### config.mk
export PLATFORM = sky130hd
export DESIGN_NAME = phrase_seq
export DESIGN_NICKNAME = d
export VERILOG_FILES = /design/src/rtl/phrase_seq_pkg.sv /design/src/rtl/phrase_seq_ctrl.sv /design/src/rtl/phrase_seq_dp.sv /design/src/rtl/phrase_seq.sv
export SDC_FILE = /design/constraint.sdc
export NUM_CORES = 1
export LEC_CHECK = 0
export ABC_AREA = 1
export BUFFER_PORTS_ARGS = -buffer_cell sky130_fd_sc_hd__buf_4
export CAP_MARGIN = 20
export CORE_MARGIN = 2
export CORE_UTILIZATION = 45
export DETAILED_ROUTE_END_ITERATION = 16
export HOLD_SLACK_MARGIN = 0.12
export PLACE_DENSITY_LB_ADDON = 0.08
export SKIP_CTS_REPAIR_TIMING = 1
export SYNTH_ARGS = -nofsm -noshare
export SYNTH_HDL_FRONTEND = slang
export SYNTH_SLANG_ARGS = --single-unit
### constraint.sdc
create_clock -name clk -period 1.77 [get_ports clk]
set_input_delay 0.354 -clock clk [delete_from_list [all_inputs] [get_ports clk]]
set_output_delay 0.354 -clock clk [all_outputs]
set_load 0.03 [all_outputs]
### src/rtl/phrase_seq_pkg.sv
package phrase_seq_pkg;

  localparam int FIELD_W    = 5;
  localparam int RATE_W     = 3;
  localparam int ITEM_W     = 11;
  localparam int MAX_FACTOR = 16;

  typedef enum logic [2:0] {
    ST_IDLE,
    ST_FETCH,
    ST_DECODE,
    ST_PLAY,
    ST_SIL
  } seqState_t;

  typedef struct packed {
    logic newCmd;
    logic advance;
    logic loadPhrase;
    logic loadSilence;
    logic tickEn;
    logic silRun;
  } seqStrobe_t;

  // Sample period in multiples of the divider unit for each rate code.
  function automatic int unsigned rateFactor(input logic [RATE_W-1:0] code);
    case (code)
      3'd0:    return 16;
      3'd1:    return 12;
      3'd2:    return 10;
      3'd3:    return 8;
      3'd4:    return 6;
      3'd5:    return 5;
      default: return 4;
    endcase
  endfunction

endpackage

### src/rtl/phrase_seq_ctrl.sv
module phrase_seq_ctrl
  import phrase_seq_pkg::*;
#(
  parameter int ADDR_W = 5
) (
  input  logic               clk,
  input  logic               rstN,
  input  logic               cmdValid,
  input  logic [ADDR_W-1:0]  cmdAddr,
  input  logic [FIELD_W-1:0] itemNum,
  input  logic               itemSil,
  input  logic [1:0]         itemRsvd,
  input  logic               playDone,
  input  logic               silDone,
  input  logic               idxLast,
  output seqStrobe_t         strb,
  output logic               playStart,
  output logic               playStop,
  output logic               busy,
  output logic               silenceOn
);

  seqState_t state, nextState;
  logic      startR, stopR;
  logic      itemEnd;

  assign itemEnd = (itemNum == '0) || (itemRsvd != 2'b00);

  always_comb begin
    nextState = state;
    strb      = '0;
    unique case (state)
      ST_IDLE: begin
        nextState = ST_IDLE;
      end
      ST_FETCH: begin
        nextState = ST_DECODE;
      end
      ST_DECODE: begin
        if (itemEnd) begin
          nextState = ST_IDLE;
        end else if (itemSil) begin
          strb.loadSilence = 1'b1;
          nextState        = ST_SIL;
        end else begin
          strb.loadPhrase = 1'b1;
          nextState       = ST_PLAY;
        end
      end
      ST_PLAY: begin
        strb.tickEn = 1'b1;
        if (playDone) begin
          if (idxLast) begin
            nextState = ST_IDLE;
          end else begin
            strb.advance = 1'b1;
            nextState    = ST_FETCH;
          end
        end
      end
      ST_SIL: begin
        strb.silRun = 1'b1;
        if (silDone) begin
          if (idxLast) begin
            nextState = ST_IDLE;
          end else begin
            strb.advance = 1'b1;
            nextState    = ST_FETCH;
          end
        end
      end
      default: begin
        nextState = ST_IDLE;
      end
    endcase
    // Commands override whatever the list walk wanted this cycle.
    if (cmdValid) begin
      strb.loadPhrase  = 1'b0;
      strb.loadSilence = 1'b0;
      strb.advance     = 1'b0;
      if (cmdAddr == '0) begin
        nextState = ST_IDLE;
      end else begin
        strb.newCmd = 1'b1;
        nextState   = ST_FETCH;
      end
    end
  end

  always_ff @(posedge clk) begin
    if (!rstN) begin
      state  <= ST_IDLE;
      startR <= 1'b0;
      stopR  <= 1'b0;
    end else begin
      state  <= nextState;
      startR <= strb.loadPhrase;
      stopR  <= cmdValid && (state == ST_PLAY);
    end
  end

  assign playStart = startR;
  assign playStop  = stopR;
  assign busy      = (state != ST_IDLE);
  assign silenceOn = (state == ST_SIL);

  // a start request lasts one cycle only
  assert_start_single_R4: assert property (@(posedge clk) disable iff (!rstN)
    playStart |=> !playStart);

  // a stop command leaves the block idle
  assert_stop_idle_R8: assert property (@(posedge clk) disable iff (!rstN)
    (cmdValid && cmdAddr == '0) |=> !busy);

  // an abort is only sent to a player that was running
  assert_abort_running_R9: assert property (@(posedge clk) disable iff (!rstN)
    playStop |-> $past(state == ST_PLAY));

  // no phrase is started while silence is being timed
  assert_quiet_silence_R6: assert property (@(posedge clk) disable iff (!rstN)
    silenceOn |-> !playStart);

endmodule

### src/rtl/phrase_seq_dp.sv
module phrase_seq_dp
  import phrase_seq_pkg::*;
#(
  parameter int ADDR_W    = 5,
  parameter int MAX_ITEMS = 8,
  parameter int UNIT_CLKS = 131072,
  parameter int DIV_UNIT  = 64,
  localparam int IDX_W    = $clog2(MAX_ITEMS)
) (
  input  logic                    clk,
  input  logic                    rstN,
  input  seqStrobe_t              strb,
  input  logic [ADDR_W-1:0]       cmdAddr,
  input  logic [FIELD_W-1:0]      itemNum,
  input  logic [RATE_W-1:0]       itemRate,
  output logic [ADDR_W+IDX_W-1:0] tblAddr,
  output logic [FIELD_W-1:0]      playPhrase,
  output logic [RATE_W-1:0]       playRate,
  output logic                    sampleTick,
  output logic                    silDone,
  output logic                    idxLast
);

  localparam int TICK_W = $clog2(MAX_FACTOR * DIV_UNIT + 1);
  localparam int SIL_W  = $clog2(UNIT_CLKS + 1);

  logic [ADDR_W-1:0]  xAddr;
  logic [IDX_W-1:0]   idx;
  logic [FIELD_W-1:0] phraseR;
  logic [RATE_W-1:0]  rateR;
  logic [TICK_W-1:0]  tickCnt;
  logic               tickR;
  logic [SIL_W-1:0]   silCnt;
  logic [FIELD_W-1:0] unitsLeft;

  function automatic logic [TICK_W-1:0] periodLast(input logic [RATE_W-1:0] code);
    return TICK_W'(rateFactor(code) * DIV_UNIT - 1);
  endfunction

  // list position: message address and item index
  always_ff @(posedge clk) begin
    if (!rstN) begin
      xAddr <= '0;
      idx   <= '0;
    end else if (strb.newCmd) begin
      xAddr <= cmdAddr;
      idx   <= '0;
    end else if (strb.advance) begin
      idx <= idx + 1'b1;
    end
  end

  assign tblAddr = {xAddr, idx};
  assign idxLast = (idx == IDX_W'(MAX_ITEMS - 1));

  // phrase parameters and sample tick divider
  always_ff @(posedge clk) begin
    if (!rstN) begin
      phraseR <= '0;
      rateR   <= '0;
      tickCnt <= '0;
      tickR   <= 1'b0;
    end else begin
      if (strb.loadPhrase) begin
        phraseR <= itemNum;
        rateR   <= itemRate;
        tickCnt <= periodLast(itemRate);
      end else if (strb.tickEn) begin
        if (tickCnt == '0) tickCnt <= periodLast(rateR);
        else               tickCnt <= tickCnt - 1'b1;
      end
      tickR <= strb.tickEn && (tickCnt == '0);
    end
  end

  assign playPhrase = phraseR;
  assign playRate   = rateR;
  assign sampleTick = tickR && strb.tickEn;

  // silence timer: clocks within a unit, then units remaining
  always_ff @(posedge clk) begin
    if (!rstN) begin
      silCnt    <= '0;
      unitsLeft <= '0;
    end else if (strb.loadSilence) begin
      silCnt    <= SIL_W'(UNIT_CLKS - 1);
      unitsLeft <= itemNum;
    end else if (strb.silRun) begin
      if (silCnt == '0) begin
        silCnt    <= SIL_W'(UNIT_CLKS - 1);
        unitsLeft <= unitsLeft - 1'b1;
      end else begin
        silCnt <= silCnt - 1'b1;
      end
    end
  end

  assign silDone = strb.silRun && (silCnt == '0) && (unitsLeft == FIELD_W'(1));

  // every new command restarts at item 0
  assert_restart_index_R2: assert property (@(posedge clk) disable iff (!rstN)
    strb.newCmd |=> (tblAddr[IDX_W-1:0] == '0));

  // a sample tick is a single-cycle pulse
  assert_tick_gap_R5: assert property (@(posedge clk) disable iff (!rstN)
    sampleTick |=> !sampleTick);

  // no sample tick while silence is being timed
  assert_no_tick_silence_R11: assert property (@(posedge clk) disable iff (!rstN)
    strb.silRun |-> !sampleTick);

  // the silence timer never runs with zero units left
  assert_sil_units_R6: assert property (@(posedge clk) disable iff (!rstN)
    strb.silRun |-> (unitsLeft != '0));

endmodule

### src/rtl/phrase_seq.sv
module phrase_seq
  import phrase_seq_pkg::*;
#(
  parameter int ADDR_W    = 5,
  parameter int MAX_ITEMS = 8,
  parameter int UNIT_CLKS = 131072,
  parameter int DIV_UNIT  = 64,
  localparam int IDX_W    = $clog2(MAX_ITEMS)
) (
  input  logic                    clk,
  input  logic                    rstN,
  input  logic                    cmdValid,
  input  logic [ADDR_W-1:0]       cmdAddr,
  output logic [ADDR_W+IDX_W-1:0] tblAddr,
  input  logic [ITEM_W-1:0]       tblData,
  output logic                    playStart,
  output logic [FIELD_W-1:0]      playPhrase,
  output logic [RATE_W-1:0]       playRate,
  input  logic                    playDone,
  output logic                    playStop,
  output logic                    sampleTick,
  output logic                    silenceOn,
  output logic                    busy
);

  seqStrobe_t         strb;
  logic               silDone;
  logic               idxLast;
  logic [FIELD_W-1:0] itemNum;
  logic               itemSil;
  logic [1:0]         itemRsvd;
  logic [RATE_W-1:0]  itemRate;

  assign itemNum  = tblData[FIELD_W-1:0];
  assign itemRsvd = tblData[6:5];
  assign itemSil  = tblData[7];
  assign itemRate = tblData[ITEM_W-1:8];

  phrase_seq_ctrl #(.ADDR_W(ADDR_W)) u_ctrl (
    .clk      (clk),
    .rstN     (rstN),
    .cmdValid (cmdValid),
    .cmdAddr  (cmdAddr),
    .itemNum  (itemNum),
    .itemSil  (itemSil),
    .itemRsvd (itemRsvd),
    .playDone (playDone),
    .silDone  (silDone),
    .idxLast  (idxLast),
    .strb     (strb),
    .playStart(playStart),
    .playStop (playStop),
    .busy     (busy),
    .silenceOn(silenceOn)
  );

  phrase_seq_dp #(
    .ADDR_W   (ADDR_W),
    .MAX_ITEMS(MAX_ITEMS),
    .UNIT_CLKS(UNIT_CLKS),
    .DIV_UNIT (DIV_UNIT)
  ) u_dp (
    .clk       (clk),
    .rstN      (rstN),
    .strb      (strb),
    .cmdAddr   (cmdAddr),
    .itemNum   (itemNum),
    .itemRate  (itemRate),
    .tblAddr   (tblAddr),
    .playPhrase(playPhrase),
    .playRate  (playRate),
    .sampleTick(sampleTick),
    .silDone   (silDone),
    .idxLast   (idxLast)
  );

endmodule

Yosys cells after proc, flatten, opt, wreduce, memory -nomap -nowiden
Cells that the tools add are included.
Word-level totals
  output and inout port bits: 21
  register bits: 56
Operators by class
  equality and inequality tests: 18
  bitwise gates (word level): 1
  reduce and logical (&&, ||, !) cells: 21
  add/subtract/negate cells: 6
  multiplexer cells: 37
Operators with widths (number)
  $pmux 5 s6: 2
  $mux 5: 9
  $mux 17: 2
  $mux 11: 3
  $sub 11x1->11 const B: 3
  $eq 3x2->1 const B: 6
  $eq 3x3->1 const B: 6
  $logic_not 18->1: 1
  $mux 18: 1
  $sub 18x1->18 const B: 1
  $mux 3: 5
  $pmux 3 s4: 1
  $logic_not 11->1: 1
  $logic_not 5->1: 2
  $mux 1: 10
  $eq 3x1->1 const B: 3
  $reduce_bool 2->1: 4
  $logic_not 3->1: 2
  $eq 5x1->1 const B: 1
  $logic_and 1x1->1: 5
  $sub 5x1->5 const B: 1
  $mux 2: 2
  $mux 4: 1
  $reduce_and 2->1: 2
  8 further kinds: 9

Depth between registers and ports, before layout
  depth after elaboration: 13
  gate-level depth with buffers: 12
  depth with buffers taken out: 12

Hierarchy
From an unflattened synthesis, not the netlist that was laid out.
Unflattened totals
  cell total of the unflattened synthesis: 480
  area total of the unflattened synthesis: 3204.3 um^2
By module, submodules not included
  phrase_seq_dp: cells an instance 423, area each 2851.5 um^2, times used 1
  phrase_seq_ctrl: cells an instance 57, area each 352.8 um^2, times used 1

Worst setup path before layout
OpenSTA, ideal clock, no wires.
  path type: reg-to-reg
  from: register u_dp.rateR[1] (netlist: u_dp.playRate[1])
  to: register u_dp.tickCnt[7]
  setup time: 70 ps
  stages on the path, launching flop included: 9
  period minus slack after synthesis: 1645 ps
  slack: 125 ps
  arrival: 1575 ps
  required time: 1700 ps
  path through: dfxtp_1 > inv_1 > a21oi_1 > o21ai_0 > ha_1 > or2_0 > nand3_1 > nand3_1 > a21oi_1
On the way
  word-level cells in the longest chain between the ends: 10
  elaborated cells on any way between the ends: 15
  classes of those cells: 1 x add/sub; 5 x eq/ne; 8 x mux; 1 x reduce/logical
Ends and longest elaborated chain
  start, declared: RTL line phrase_seq_dp.sv:30  | logic [RATE_W-1:0] rateR;
  start signal, assigned: RTL line phrase_seq_dp.sv:66  | rateR <= itemRate;
  $eq 3x3->1, or another cell as far along: RTL line phrase_seq_pkg.sv:27  | case (code)
  $pmux 5 s6 (*): RTL line phrase_seq_pkg.sv:27
  $mux 5 (*): RTL line phrase_seq_dp.sv:69  | if (tickCnt == '0) tickCnt <= periodLast(rateR);
  $mux 5 (*): RTL line phrase_seq_dp.sv:68  | end else if (strb.tickEn) begin
  $mux 5 (*): RTL line phrase_seq_dp.sv:64  | if (strb.loadPhrase) begin
  $mux 5 (*): RTL line phrase_seq_dp.sv:58  | if (!rstN) begin
  $sub 11x1->11 (*): RTL line phrase_seq_dp.sv:37  | return TICK_W'(rateFactor(code) * DIV_UNIT - 1);
  $mux 11 (*): RTL line phrase_seq_dp.sv:69
  $mux 11 (*): RTL line phrase_seq_dp.sv:68
  $mux 11 (*): RTL line phrase_seq_dp.sv:64
  end signal, assigned: RTL line phrase_seq_dp.sv:67  | tickCnt <= periodLast(itemRate);
  end signal, assigned: RTL line phrase_seq_dp.sv:69
  end signal, assigned: RTL line phrase_seq_dp.sv:70  | else tickCnt <= tickCnt - 1'b1;
  end, declared: RTL line phrase_seq_dp.sv:31  | logic [TICK_W-1:0] tickCnt;
Every way passes the cells marked *; elsewhere a longest branch is shown, timed or not. The select of a mux whose other input is x is not followed.
A chain may end at the register's enable or synchronous reset.

Final worst setup path
  from: register u_ctrl.state[0]
  to: output silenceOn
On the way
  word-level cells in the longest chain between the ends: 1
Ends and longest elaborated chain
  start, declared: RTL line phrase_seq_ctrl.sv:23  | seqState_t state, nextState;
  start signal, assigned: RTL line phrase_seq_ctrl.sv:96  | state <= nextState;
  $eq 3x3->1: RTL line phrase_seq_ctrl.sv:105  | assign silenceOn = (state == ST_SIL);
  end, declared: RTL line phrase_seq.sv:22  | output logic silenceOn,
No other way between the ends.

==> impl_results.md <==
* TritonCTS buffer count at 5
* Endpoint type of the worst setup path: output pin
* Clock Sink Count at 56
* Remaining max-slew budget at the tightest pin at 71.1%
* Clock network latency to the later pin of the worst-skew pair at 0.31 ns
* Netlist Area Pre-Place at 0.00320 mm²
* Clock-pin slew reported for the worst setup and hold paths after clock tree synthesis at 0.10 ns
* CP top delay family: buffers and inverters
* Hold path startpoint: cmdAddr[2]
* Max stage delay cell, worst path: sky130_fd_sc_hd__dfxtp_1
* Final worst path period need at 1.67 ns
* Post-Layout Cell Count at 598
* Total of buffers placed on input and output ports at 40
* Antenna Diode Count at 0
* Number of antenna violations at the first check in global routing at 0
* Proportion of layout cells with a drive suffix above 1 at 19.3%
* Power density over the cells at 632 mW/mm²
* Startpoint of the worst register-to-register path: u_dp.tickCnt[0]$_SDFFE_PN0P_
* Drt wl/cell at 12.5 µm
* Final Setup Violations at 0
* Number of cell rows at 30
* Placed cells at 590
* DRC viols at 0
* Die outline area at 0.00781 mm²
* Final WL at 7490 µm
* Area delta synth->final at 17.2%
* Total number of vias at 3074
* Part of the power in the clock network at 31.8%
* Cell-by-cell trace of the critical path: nor2_2 > nand2_2 > inv_2 > buf_4
* Cell count after synthesis at 454
* Share of synthesized area occupied by flip-flops and latches at 35.0%
* I/O pins at 41
* Final cycle utilization of the critical path at 94.4%
* Reg-to-reg endpoint: u_dp.tickCnt[7]$_SDFFE_PN0P_
* Via count of the first global-routing pass at 2853
* Final nets at 529
* Status: complete, no violations
* Weighted congestion at the end of routability-driven global placement at 0.843
* Worst path arrival time at 1.32 ns
* # Max-Cap Violations at 0
* Number of detailed-route iterations in the first pass at 4
* Largest net degree at the start of global routing at 30
* Int Pwr at 0.00173 W
* Average footprint of a synthesized cell at 7.05 µm²
* Area inside the core boundary at 0.00683 mm²
* Clock tree skew after final layout at 0.00428 ns
* Unrepaired setup endpoints after global routing: no
* Vertical extent of the die at 88.4 µm
* Worst Path Max Fanout at 9
* Wire length of the first global-routing pass at 12800 µm
* Static leakage power at 1.73 nW
* Number of levels in the clock H-tree at 2
* Starting density of the core at 46.9%
* Part of the total power dissipated in sequential elements at 54.5%
* Number of buffer and inverter instances along the worst setup path at 2
* Count of unique library cells instantiated by Yosys at 38
* Reg2reg setup slack at 0.16 ns
* Syn. warnings at 0
* Setup Crit Path Kind: register to output pin
* Clock tree root driver cell: sky130_fd_sc_hd__clkbuf_8
* Maximum root-to-sink buffer count at 2
* Switching power total at 0.000646 W
* Critical path endpoint: silenceOn
* Initial DRC Count at 168
* Average via count per standard cell at 5.14
* Final Max Slew Viols at 0
* Final-report hold violation count at 0
* Worst stage delay on the critical path at 0.35 ns
* Class of the tightest hold or removal check: input pin to register
* Sw Ratio at 27.2%
* Worst path depth at 4
* Clock tree from TritonCTS: built
* Die Span X at 88.4 µm
* Total grt overflow at 0
* Number of nets produced by synthesis at 482
* Overall Global Routing Usage at 20.3%
* Worst Path Required at 1.42 ns
* TNS Setup at 0 ns
* Startpoint types: register
* Measured slew at the worst slew-check pin at 0.432 ns
* Logic gate share of total power at 13.7%
* HPWL after detailed placement at 5680 µm
* Post-synthesis register bit count at 56
* Peak supply drop at 0.285 mV
* Source of the critical timing path: u_ctrl.state[0]$_SDFFE_PN0P_
* Final ANT Viol Nets at 0
* Worst-case reg-to-reg path depth at 9
* Maximum clock frequency at 0.599 GHz
[through the flow]
| step | utilization, % | worst slack (ns) | power (W) | instance area (µm²) | hold slack [ns] |
|---|---|---|---|---|---|
| 2_1_floorplan | - | 0.125 | 0.00153 | 3200 | 0.426 |
| 3_3_place_gp | 53.2 | 0.0809 | 0.00164 | 3630 | 0.437 |
| 3_5_place_dp | 53.2 | 0.0330 | 0.00165 | 3630 | 0.449 |
| 4_1_cts | 54.6 | 0.0334 | 0.00240 | 3730 | 0.301 |
| 5_1_grt | 54.9 | 0.00196 | 0.00247 | 3750 | 0.317 |
| 6_report | 54.9 | 0.0995 | 0.00237 | 3750 | 0.307 |
[sequential cells by signal, summed over array words and instances, names as in the netlist]
name	count
u_dp.idx	3
u_dp.playRate	3
u_dp.tickCnt	11
u_ctrl.state	3
u_dp.tickR	1
u_dp.silCnt	18
u_ctrl.playStop	1
u_dp.xAddr	5
u_dp.playPhrase	5
u_ctrl.playStart	1
u_dp.unitsLeft	5
[logic make-up after synthesis]
family	count (synthesis)	synth area share, %
AO/OA/AOI/OAI	105	17.5
flip-flops	56	35.0
XOR/XNOR	13	3.56
adder cells (fa/ha/maj)	8	3.13
buffers and inverters	71	9.34
AND/OR/NAND/NOR	201	31.5
[how the worst min path moves through the flow]
stage | endpoint | slack, ns | depth (start not counted)
5_1_grt | u_dp.playPhrase[4]$_SDFFE_PN0P_ | 0.32 | 3
6_report | u_dp.xAddr[2]$_SDFFE_PN0P_ | 0.31 | 3
4_1_cts | u_dp.playPhrase[4]$_SDFFE_PN0P_ | 0.30 | 3
2_1_floorplan | u_dp.silCnt[0]$_SDFFE_PN0P_ | 0.43 | 1
3_5_place_dp | u_dp.silCnt[0]$_SDFFE_PN0P_ | 0.45 | 1
3_3_place_gp | u_dp.silCnt[0]$_SDFFE_PN0P_ | 0.44 | 1
[layout make-up]
class | instances | area, µm²
fill | 696 | 3080
timing repair buffer | 51 | 383
clock buffer | 6 | 82.6
sequential | 56 | 1120
multi-input combinational | 327 | 1800
inverter | 60 | 225
clock inverter | 2 | 15.0
tap | 96 | 120
[worst reg2reg max path: stages (launching register included)]
cell and delay, ns:
sky130_fd_sc_hd__dfxtp_1 0.34, sky130_fd_sc_hd__inv_1 0.07, sky130_fd_sc_hd__ha_1 0.20, sky130_fd_sc_hd__nand3_2 0.15, sky130_fd_sc_hd__nor2_4 0.16, sky130_fd_sc_hd__nand3_4 0.14
sky130_fd_sc_hd__or2_0 0.23, sky130_fd_sc_hd__nand3_1 0.08, sky130_fd_sc_hd__nand3_1 0.07, sky130_fd_sc_hd__a21oi_1 0.12
[power groups by stage]
stage          Clock, W  Combinational (W)  Sequential (W)
4_1_cts        0.000781           0.000324         0.00129
2_1_floorplan         0           0.000195         0.00134
3_3_place_gp          0           0.000319         0.00132
6_report       0.000754           0.000324         0.00129
3_5_place_dp          0           0.000323         0.00132
5_1_grt        0.000810           0.000363         0.00130
[synthesized netlist by cell type]
cell type,count,area [µm²]
sky130_fd_sc_hd__nand2_1,83,312
sky130_fd_sc_hd__inv_1,57,214
sky130_fd_sc_hd__dfxtp_1,56,1120
sky130_fd_sc_hd__a21oi_1,41,205
sky130_fd_sc_hd__o21ai_0,41,205
sky130_fd_sc_hd__nor2_1,38,143
sky130_fd_sc_hd__nand3_1,27,135
sky130_fd_sc_hd__a31oi_1,10,62.6
sky130_fd_sc_hd__xor2_1,10,87.6
sky130_fd_sc_hd__ha_1,8,100
sky130_fd_sc_hd__nand4_1,8,50.1
sky130_fd_sc_hd__nor2_2,7,43.8
sky130_fd_sc_hd__nor3_1,7,35.0
sky130_fd_sc_hd__nand2_2,6,37.5
sky130_fd_sc_hd__o21ai_1,5,25.0
sky130_fd_sc_hd__nor2_4,4,45.0
sky130_fd_sc_hd__nor4_1,4,25.0
sky130_fd_sc_hd__buf_6,3,33.8
sky130_fd_sc_hd__clkbuf_1,3,11.3
sky130_fd_sc_hd__inv_2,3,11.3
sky130_fd_sc_hd__nand3_2,3,30.0
sky130_fd_sc_hd__nand3b_1,3,22.5
sky130_fd_sc_hd__xnor2_1,3,26.3
sky130_fd_sc_hd__buf_2,2,10.0
sky130_fd_sc_hd__buf_4,2,15.0
sky130_fd_sc_hd__nand2_4,2,22.5
sky130_fd_sc_hd__nand3_4,2,35.0
sky130_fd_sc_hd__nor3_2,2,20.0
sky130_fd_sc_hd__o211ai_1,2,15.0
sky130_fd_sc_hd__o21ai_2,2,17.5
sky130_fd_sc_hd__o21bai_1,2,15.0
sky130_fd_sc_hd__or2_0,2,12.5
sky130_fd_sc_hd__a21boi_0,1,7.51
sky130_fd_sc_hd__a21o_1,1,7.51
sky130_fd_sc_hd__buf_1,1,3.75
sky130_fd_sc_hd__nor2_8,1,20.0
sky130_fd_sc_hd__nor4_2,1,12.5
sky130_fd_sc_hd__or2_2,1,6.26
[placed cells by master (no fill, tap or decap), types with 10 or more instances in the layout]
master,synthesis,routed
sky130_fd_sc_hd__xor2_1,10,10
sky130_fd_sc_hd__a21oi_1,41,41
sky130_fd_sc_hd__nand3_1,27,26
sky130_fd_sc_hd__a31oi_1,10,10
sky130_fd_sc_hd__nand2_1,83,83
sky130_fd_sc_hd__inv_1,57,56
sky130_fd_sc_hd__buf_4,2,51
sky130_fd_sc_hd__nor2_1,38,38
sky130_fd_sc_hd__dfxtp_1,56,56
sky130_fd_sc_hd__o21ai_0,41,41
[metal layers]
metal  global-route usage (%)  wire (µm)  share of wire (%)  vias up
li1                         -          -                  -     1584
met1                     27.4       3580                 48     1408
met2                     33.4       3440                 46       73
met3                     3.54        373                5.0        9
met4                     5.92         97                1.3        0
met5                        0          0                  0        -
(Power assumes the default switching activity.)
